==> src/rtl/bist_seq_pkg.sv <==
// Package: constants, per-test ratings and co-run groups for the session sequencer.
// Assumes test i+1 maps to mask bit i throughout the project.
package bist_seq_pkg;

    localparam int NT    = 6;   // number of test jobs
    localparam int NG    = 5;   // number of permitted co-run groups
    localparam int PW_W  = 3;   // width of one power weight
    localparam int LEN_W = 8;   // width of one test length

    typedef enum logic [2:0] {
        ST_IDLE  = 3'd0,
        ST_CHECK = 3'd1,
        ST_RUN   = 3'd2,
        ST_NEXT  = 3'd3,
        ST_DONE  = 3'd4,
        ST_HALT  = 3'd5
    } seq_state_t;

    // Power weight of test index i (0-based)
    function automatic logic [PW_W-1:0] test_pwr(input int i);
        case (i)
            0: test_pwr = 3'd2;
            1: test_pwr = 3'd1;
            2: test_pwr = 3'd1;
            3: test_pwr = 3'd1;
            4: test_pwr = 3'd2;
            default: test_pwr = 3'd1;
        endcase
    endfunction

    // Run length of test index i in clock cycles
    function automatic logic [LEN_W-1:0] test_len(input int i);
        case (i)
            0: test_len = 8'd100;
            1: test_len = 8'd10;
            2: test_len = 8'd10;
            3: test_len = 8'd5;
            4: test_len = 8'd10;
            default: test_len = 8'd100;
        endcase
    endfunction

    // Member mask of permitted group g
    function automatic logic [NT-1:0] compat_group(input int g);
        case (g)
            0: compat_group = 6'b010101;  // T1 T3 T5
            1: compat_group = 6'b001101;  // T1 T3 T4
            2: compat_group = 6'b100001;  // T1 T6
            3: compat_group = 6'b010010;  // T2 T5
            default: compat_group = 6'b100010;  // T2 T6
        endcase
    endfunction

endpackage

==> src/rtl/bist_sess_check.sv <==
// Session screen: sums the power of the selected tests, tests membership in
// the permitted groups and finds the longest member length.
// Purely combinational; assumes mask bit i selects test i+1.
module bist_sess_check
    import bist_seq_pkg::*;
#(
    parameter int PWR_LIMIT = 4
) (
    input  logic [NT-1:0]    mask,
    output logic             pwr_over,
    output logic             grp_bad,
    output logic [LEN_W-1:0] max_len
);

    localparam int SUM_W = PW_W + $clog2(NT + 1);

    logic [SUM_W-1:0] pwr_sum;
    logic [NG-1:0]    grp_hit;

    // Accumulate power and pick the longest selected length
    always_comb begin
        pwr_sum = '0;
        max_len = '0;
        for (int i = 0; i < NT; i++) begin
            if (mask[i]) begin
                pwr_sum = pwr_sum + SUM_W'(test_pwr(i));
                if (test_len(i) > max_len) max_len = test_len(i);
            end
        end
    end

    // One subset test per permitted group
    for (genvar g = 0; g < NG; g++) begin : g_grp
        assign grp_hit[g] = ((mask & ~compat_group(g)) == '0);
    end

    assign pwr_over = (pwr_sum > SUM_W'(PWR_LIMIT));
    assign grp_bad  = (mask == '0) || (grp_hit == '0);

endmodule

==> src/rtl/bist_test_timer.sv <==
// Per-test window timer: on load, busy goes high for exactly LEN cycles.
// Assumes LEN is non-zero.
module bist_test_timer
    import bist_seq_pkg::*;
#(
    parameter logic [LEN_W-1:0] LEN = 8'd10
) (
    input  logic clk,
    input  logic rst_n,
    input  logic load,
    output logic busy
);

    logic [LEN_W-1:0] cnt;

    // Load the length, then count down to zero
    always_ff @(posedge clk) begin
        if (!rst_n)           cnt <= '0;
        else if (load)        cnt <= LEN;
        else if (cnt != '0)   cnt <= cnt - LEN_W'(1);
    end

    assign busy = (cnt != '0);

endmodule

==> src/rtl/bist_session_seq.sv <==
// Session sequencer top: captures the schedule on start, screens each entry,
// launches its tests, waits for the longest one, and ends in done or halt.
// Assumes the table is stable during the start cycle; start is ignored mid-run.
module bist_session_seq
    import bist_seq_pkg::*;
#(
    parameter int NUM_SESS  = 8,
    parameter int PWR_LIMIT = 4,
    parameter int ELAPSED_W = 16
) (
    input  logic                   clk,
    input  logic                   rst_n,
    input  logic                   start,
    input  logic [NUM_SESS*NT-1:0] sess_mask_i,
    input  logic [NUM_SESS-1:0]    sess_vld_i,
    output logic [NT-1:0]          test_go,
    output logic [NT-1:0]          test_busy,
    output logic                   done,
    output logic                   error,
    output logic [1:0]             err_code,
    output logic [ELAPSED_W-1:0]   elapsed
);

    localparam int IDX_W = (NUM_SESS > 1) ? $clog2(NUM_SESS) : 1;

    seq_state_t           state;
    logic [IDX_W-1:0]     idx;
    logic [NT-1:0]        mask_q [NUM_SESS];
    logic [NUM_SESS-1:0]  vld_q;
    logic [LEN_W-1:0]     sess_left;
    logic [NT-1:0]        cur_mask;
    logic                 pwr_over, grp_bad;
    logic [LEN_W-1:0]     max_len;
    logic [NT-1:0]        launch;
    logic                 can_start;

    assign cur_mask  = mask_q[idx];
    assign can_start = start && (state == ST_IDLE || state == ST_DONE || state == ST_HALT);

    // Screen the entry currently pointed at
    bist_sess_check #(.PWR_LIMIT(PWR_LIMIT)) u_check (
        .mask     (cur_mask),
        .pwr_over (pwr_over),
        .grp_bad  (grp_bad),
        .max_len  (max_len)
    );

    // Launch vector: the current mask when a valid entry passes the screen
    always_comb begin
        launch = '0;
        if (state == ST_CHECK && vld_q[idx] && !pwr_over && !grp_bad)
            launch = cur_mask;
    end

    // One window timer per test
    for (genvar i = 0; i < NT; i++) begin : g_tmr
        bist_test_timer #(.LEN(test_len(i))) u_tmr (
            .clk   (clk),
            .rst_n (rst_n),
            .load  (launch[i]),
            .busy  (test_busy[i])
        );
    end

    // Capture the schedule table on an accepted start
    always_ff @(posedge clk) begin
        if (!rst_n) begin
            vld_q <= '0;
            for (int k = 0; k < NUM_SESS; k++) mask_q[k] <= '0;
        end else if (can_start) begin
            vld_q <= sess_vld_i;
            for (int k = 0; k < NUM_SESS; k++) mask_q[k] <= sess_mask_i[k*NT +: NT];
        end
    end

    // Sequencer state, session index, counters and launch pulse
    always_ff @(posedge clk) begin
        if (!rst_n) begin
            state     <= ST_IDLE;
            idx       <= '0;
            sess_left <= '0;
            elapsed   <= '0;
            err_code  <= '0;
            test_go   <= '0;
        end else begin
            test_go <= '0;
            case (state)
                ST_IDLE, ST_DONE, ST_HALT: begin
                    if (can_start) begin
                        idx      <= '0;
                        elapsed  <= '0;
                        err_code <= '0;
                        state    <= ST_CHECK;
                    end
                end
                ST_CHECK: begin
                    if (!vld_q[idx]) begin
                        state <= ST_DONE;
                    end else if (pwr_over || grp_bad) begin
                        err_code <= {grp_bad, pwr_over};
                        state    <= ST_HALT;
                    end else begin
                        test_go   <= launch;
                        sess_left <= max_len;
                        state     <= ST_RUN;
                    end
                end
                ST_RUN: begin
                    elapsed   <= elapsed + ELAPSED_W'(1);
                    sess_left <= sess_left - LEN_W'(1);
                    if (sess_left <= LEN_W'(1)) state <= ST_NEXT;
                end
                ST_NEXT: begin
                    if (idx == IDX_W'(NUM_SESS - 1)) begin
                        state <= ST_DONE;
                    end else begin
                        idx   <= idx + IDX_W'(1);
                        state <= ST_CHECK;
                    end
                end
                default: state <= ST_IDLE;
            endcase
        end
    end

    assign done  = (state == ST_DONE);
    assign error = (state == ST_HALT);

endmodule

==> config.mk <==
export PLATFORM = sky130hd
export DESIGN_NAME = bist_session_seq
export DESIGN_NICKNAME = d
export VERILOG_FILES = /design/src/rtl/bist_seq_pkg.sv /design/src/rtl/bist_sess_check.sv /design/src/rtl/bist_test_timer.sv /design/src/rtl/bist_session_seq.sv
export SDC_FILE = /design/constraint.sdc
export NUM_CORES = 1
export LEC_CHECK = 0
export BUFFER_PORTS_ARGS = -buffer_cell sky130_fd_sc_hd__buf_4
export CAP_MARGIN = 10
export CORE_MARGIN = 2
export CORE_UTILIZATION = 50
export CTS_CLUSTER_SIZE = 12
export DETAILED_ROUTE_END_ITERATION = 8
export PLACE_DENSITY_LB_ADDON = 0.15
export SYNTH_ARGS = -nofsm -noshare
export SYNTH_HDL_FRONTEND = slang
export SYNTH_SLANG_ARGS = --single-unit
==> constraint.sdc <==
create_clock -name clk -period 5 [get_ports clk]
set_input_delay 0.25 -clock clk [delete_from_list [all_inputs] [get_ports clk]]
set_output_delay 0.25 -clock clk [all_outputs]
set_load 0.01 [all_outputs]
==> metrics.txt, run 1 <==
Post-Layout Cell Count 983; CTS tree yes; Peak VDD IR 0.0002541 V; clock share of power 32.4%; Reg power frac 36.7%; max-slew violations 0; async set-reset flop share out of synthesis 0%; Syn Nets 781; Die Ht 123.2 µm; number of clock sinks 145; Switch Pwr 0.001419 W; Ant. Diodes 0; CP startpoint kind flip-flop; share of the synthesized area in the top cell type 27.35%; Hold Slack ~0.070 ns; CTS Hold Bufs 0; status complete, no violations; Synth area leaders dfxtp_1 (27%), edfxtp_1 (20%), mux4_2 (4.4%); post-layout min period 4.620 ns; WL/cell 15.27 µm; initial antenna violation count 0; # placed instances 950; num ports 91; Routed WL 15010 µm; Via density approximately 5.6; Post-synth top flop dfxtp_1; Layout area overhead 21.04%; Setup violations, final 0; CTS buffer count 17; Reg clk slew, reported paths 0.06 ns; vias in the first global route 5221; cell count after synthesis around 700; Worst Path Required ~5.3 ns; RSZ-0062 raised after global routing false; number of gates resized after CTS 0; Worst-Margin Slew roughly 1.1 ns; Routed Antenna Nets 0; Crit Path Category reg -> reg; H-tree Lvls 4; Slew HR 28.87%; worst-skew pair later-pin latency 0.43 ns; fin worst setup slack 0.3802 ns; Buf/Inv on CP 3; DRT iter0 DRCs 379; setup bufs post-CTS 0; Tcrit/Tclk final ~90%; synthesis-stage register bit count 145; GRT Util Overall 20.91%; Place WS 0.2555 ns; clock tree buffer depth 2; gp weighted congestion between 0.8 and 0.9; clk root buf clkbuf_16; DRC Markers 0; post-DP HPWL 10300 µm; TNS Setup 0 ns; Post-synth EDFFs 48; Finished Core Util between 60% and 70%; max-cap violations 0; Initial Utilization between 50% and 60%; core area 0.01388 mm²; CP max stage cell mux4_2; Sw Ratio 31.99%; Seq/Total Area, Yosys 47.66%; chip width approximately 120 µm; largest net degree at the start of global routing 80; fmax 216.5 MHz; row cnt 43; Hold WC Path Type in -> reg; Synth Cell Area 0.007099 mm²; Cell Pwr Density 516.0 mW/mm²; final hold vios 0; Critical Path Max Stage Delay between 0.5 and 0.6 ns; skew final 0.01040 ns; DR vias 5470; CP delay by family, top multiplexers; Crit Path Max Fanout 13; mean post-synth cell area 10.07 µm²; Die ar. ~0.015 mm²; cell internal pwr 0.003015 W; gr ovfl total 0; I/O Buffers 90; layout cells sized above 1 between 20 and 25%; critical path data arrival time 4.96 ns; # nets final 866; critical path's most frequent cell ha_1; Pre-antenna DRT Iters 5; Synth cell types 63; largest area contributor in the netlist dfxtp_1; LEAKAGE around 3.5 nW; count leader, synth dfxtp_1; CP Capture Type flip-flop; first-pass GRT wire length 24810 µm; top cells by count, synth dfxtp_1 (97), nor2_1 (71), nand2_1 (54); Comb pwr share 30.9%; CP cell instances buf_4 > mux4_2 > mux2i_4 > ha_1 > mux2i_4 > inv_1 > ha_1 > nor2_1 > a22o_1 > nor2_1 > ha_1 > nand2b_1 > xnor3_1 > xor2_1 > o211ai_2 > buf_4 > or2_4 > a221oi_2; synth warn 0
per-stage QoR:
stage,cell area [µm²],total power (W)
5_1_grt,8593,0.004728
6_report,8593,0.004434
3_5_place_dp,7904,0.003001
4_1_cts,8568,0.004453
2_1_floorplan,7099,0.002722
3_3_place_gp,7904,0.002928
sequential cells by signal, indices dropped and copies added (netlist names), named ones only:
register / cells
elapsed: 16
err_code: 2
g_tmr.u_tmr.cnt: 48
idx: 3
mask_q: 48
sess_left: 8
state: 3
test_go: 6
vld_q: 8
layer usage:
metal / part of all wire (%) / global-route usage [%] / vias up
li1: - / - / 2715
met1: 45 / 26.45 / 2588
met5: 0 / 0 / -
met2: 49 / 34.99 / 149
met3: 5.0 / 5.397 / 18
met4: 1.2 / 6.747 / 0
cell usage in the layout, fill, tap and decap left out, types with 4 or more instances in the layout:
cell type,count
a211oi_1,8
a21oi_1,38
a31oi_1,5
and2_1,14
and3_1,40
buf_4,103
bufinv_16,6
clkbuf_16,17
dfxtp_1,97
edfxtp_1,48
ha_1,17
inv_1,27
mux2_2,4
mux2i_1,7
mux4_2,14
nand2_1,53
nand2b_1,10
nand3_1,19
nor2_1,71
nor3_1,50
nor4_1,7
o21a_1,18
o21ai_0,12
o31ai_4,7
or3_1,9
xnor2_1,24
xor2_1,14
layout make-up:
cell class                 count  area [µm²]
tap                          180       225.2
clock buffer                  19       432.9
inverter                      28       105.1
fill                        1092        5288
clock inverter                13       231.5
sequential                   145        3383
multi-input combinational    494        3437
timing repair buffer         104       778.2
worst paths after layout:
| kind | startpoint | endpoint | slack, ns | depth (start not counted) |
|---|---|---|---|---|
| setup / recovery | flip-flop | sess_left[3] | 0.38 | 18 |
| hold / removal | sess_vld_i[3] | vld_q[3] | 0.07 | 3 |
| setup reg to reg | flip-flop | sess_left[3] | 0.38 | 18 |
| hold reg to reg | vld_q[6] | vld_q[6] | 0.46 | 2 |
power groups by stage:
stage / Combinational [W] / Clock, W / Sequential (W)
floorplan: 0.00112 / 0 / 0.00161
global placement: 0.00130 / 0 / 0.00163
detailed placement: 0.00136 / 0 / 0.00165
CTS: 0.00137 / 0.00146 / 0.00162
global route: 0.00155 / 0.00152 / 0.00166
finish: 0.00137 / 0.00144 / 0.00163
cell families after synthesis:
logic type	share of synthesized area, %
AO/OA/AOI/OAI	12.43
XOR/XNOR	5.005
adder cells (fa/ha/maj)	2.996
buffers and inverters	4.318
flip-flops	47.66
multiplexers	7.014
AND/OR/NAND/NOR	20.59
worst register-to-register path: stages, from the launching register on:
cell and delay [ns]:
dfxtp_1 0.47, buf_4 0.25, mux4_2 0.56, mux2i_4 0.17, ha_1 0.29, mux2i_4 0.24
inv_1 0.07, ha_1 0.33, nor2_1 0.27, a22o_1 0.22, nor2_1 0.06, ha_1 0.21
nand2b_1 0.08, xnor3_1 0.23, xor2_1 0.18, o211ai_2 0.10, buf_4 0.23, or2_4 0.34
a221oi_2 0.24
No activity file was read; power rests on OpenSTA's default activity.
==> inputs of run 2 (changes only) <==
--- a/config.mk
+++ b/config.mk
@@ -9,6 +9,8 @@
 export CAP_MARGIN = 10
 export CORE_MARGIN = 2
 export CORE_UTILIZATION = 50
+export CTS_BUF_LIST = sky130_fd_sc_hd__clkbuf_16
+export CTS_CLUSTER_DIAMETER = 50
 export CTS_CLUSTER_SIZE = 12
 export DETAILED_ROUTE_END_ITERATION = 8
 export PLACE_DENSITY_LB_ADDON = 0.15
==> run 2 against run 1 <==
  * Sequential share of layout area did not move
  * Combinational power about the same
  * Non-clock buffer count is the same
==> metrics.txt, run 2 (synthesis results as in run 1) <==
Sw Ratio 32.03%; Slew HR roughly 28%; fmax 216.9 MHz; vias in the first global route 5221; Reg2Reg Setup Slack around 0.39 ns; Buf/Inv on CP 3; largest net degree at the start of global routing 80; cell internal pwr 0.003011 W; Routed WL approximately 15000 µm; gp weighted congestion 0.8177; Crit Path Max Fanout 13; critical path's most frequent cell ha_1; H-tree Lvls 4; Reg power frac 36.7%; Largest regs g_tmr.u_tmr.cnt (48), mask_q (48), elapsed (16); core area 0.01388 mm²; Critical Path Max Stage Delay 0.56 ns; DRT iter0 DRCs ~380; post-layout min period 4.610 ns; layout cells sized above 1 21.42%; Tcrit/Tclk final 92.20%; GR Layer Usage met3 5.397%; Setup violations, final 0; initial antenna violation count 0; # placed instances 950; max-slew violations 0; skew final 0.009405 ns; post-DP HPWL ~10000 µm; CP startpoint kind flip-flop; clock share of power 32.3%; Die Ht between 100 and 150 µm; Initial Utilization slightly above 50%; Routed Antenna Nets 0; Worst-Margin Slew approximately 1.1 ns; Comb pwr share 31.0%; Die ar. 0.01517 mm²; gr ovfl total 0; # nets final 866; CP max stage cell mux4_2; clk root buf clkbuf_16; CP cell instances buf_4 > mux4_2 > mux2i_4 > ha_1 > mux2i_4 > inv_1 > ha_1 > nor2_1 > a22o_1 > nor2_1 > ha_1 > nand2b_1 > xnor3_1 > xor2_1 > o211ai_2 > buf_4 > or2_4 > a221oi_2; CP Capture Type flip-flop; Cell Pwr Density 515.5 mW/mm²; Hold WC Path Type in -> reg; TNS Setup 0 ns; final hold vios 0; WL/cell around 15 µm; fin worst setup slack 0.3899 ns; CP delay by family, top multiplexers; Pre-antenna DRT Iters 5; max-cap violations 0; I/O Buffers 90; first-pass GRT wire length 24810 µm; Worst Path Required between 5 and 6 ns; CTS buffer count 17; clock tree buffer depth 2; Most Crowded Layer GR met2; Place WS 0.2555 ns; GRT Util Overall 20.91%; Finished Core Util 61.91%; DR vias between 5000 and 6000; Post-Layout Cell Count 983; status complete, no violations; Hold Slack 0.06944 ns; Layout area overhead 21.04%; RSZ-0062 raised after global routing false; Ant. Diodes 0; number of clock sinks ~150; Peak VDD IR 0.0002544 V; Crit Path Category reg -> reg; Via density 5.564; M2 GR Usage 34.99%; LEAKAGE around 3.5 nW; chip width 123.2 µm; most frequent cells in the layout buf_4 (103), dfxtp_1 (97), nor2_1 (71); commonest non-fill, non-tap cell in the layout buf_4; setup bufs post-CTS 0; row cnt between 40 and 50; critical path data arrival time between 4 and 5 ns; worst-skew pair later-pin latency approximately 0.43 ns; GR met1 Demand/Resource 26.45%; DRC Markers 0; Reg clk slew, reported paths around 0.06 ns; num ports 91; Switch Pwr 0.001419 W; CTS tree yes
-- run 2: power groups by stage --
stage | Clock (W) | Combinational, W | Sequential [W]
5_1_grt | 0.00152 | 0.00155 | 0.00166
3_3_place_gp | 0 | 0.00130 | 0.00163
6_report | 0.00143 | 0.00137 | 0.00163
4_1_cts | 0.00145 | 0.00137 | 0.00162
2_1_floorplan | 0 | 0.00112 | 0.00161
3_5_place_dp | 0 | 0.00136 | 0.00165
-- run 2: area by class of cell --
cell class | instances | area, µm²
Inverter | 28 | 105.1
Clock buffer | 17 | 425.4
Clock inverter | 15 | 239.0
Tap cell | 180 | 225.2
Fill cell | 1092 | 5288
Timing Repair Buffer | 104 | 778.2
Sequential cell | 145 | 3383
Multi-Input combinational cell | 494 | 3437
-- run 2: metal layers --
metal | vias up | part of all wire (%)
met1 | 2591 | 45
met2 | 146 | 49
met4 | 0 | 1.1
li1 | 2715 | -
met5 | - | 0
met3 | 17 | 4.8
-- run 2: stage by stage --
step / power [W] / instance area, µm²
after global routing: 0.004724 / 8593
after global placement: 0.002928 / 7904
after CTS: 0.004449 / 8568
after detailed placement: 0.003001 / 7904
final: 0.004430 / 8593
after floorplan: 0.002722 / 7099
-- run 2: final timing paths --
check	startpoint	to	cells past startpoint
max	flip-flop	sess_left[3]	18
min	sess_vld_i[3]	vld_q[3]	3
max reg2reg	flip-flop	sess_left[3]	18
min reg2reg	vld_q[6]	vld_q[6]	2
-- run 2: tightest hold or removal path, delay by kind of cell --
kind            cells  cell delay, ns
simple gates        1            0.05
compound gates      1            0.05
buf+inv             1            0.11
-- run 2: repair_timing --
action	CTS	global route
hold buffers	0	0
hold endpoints to repair	0	0
endpoints found under the setup margin	0	23
resized for setup	0	3
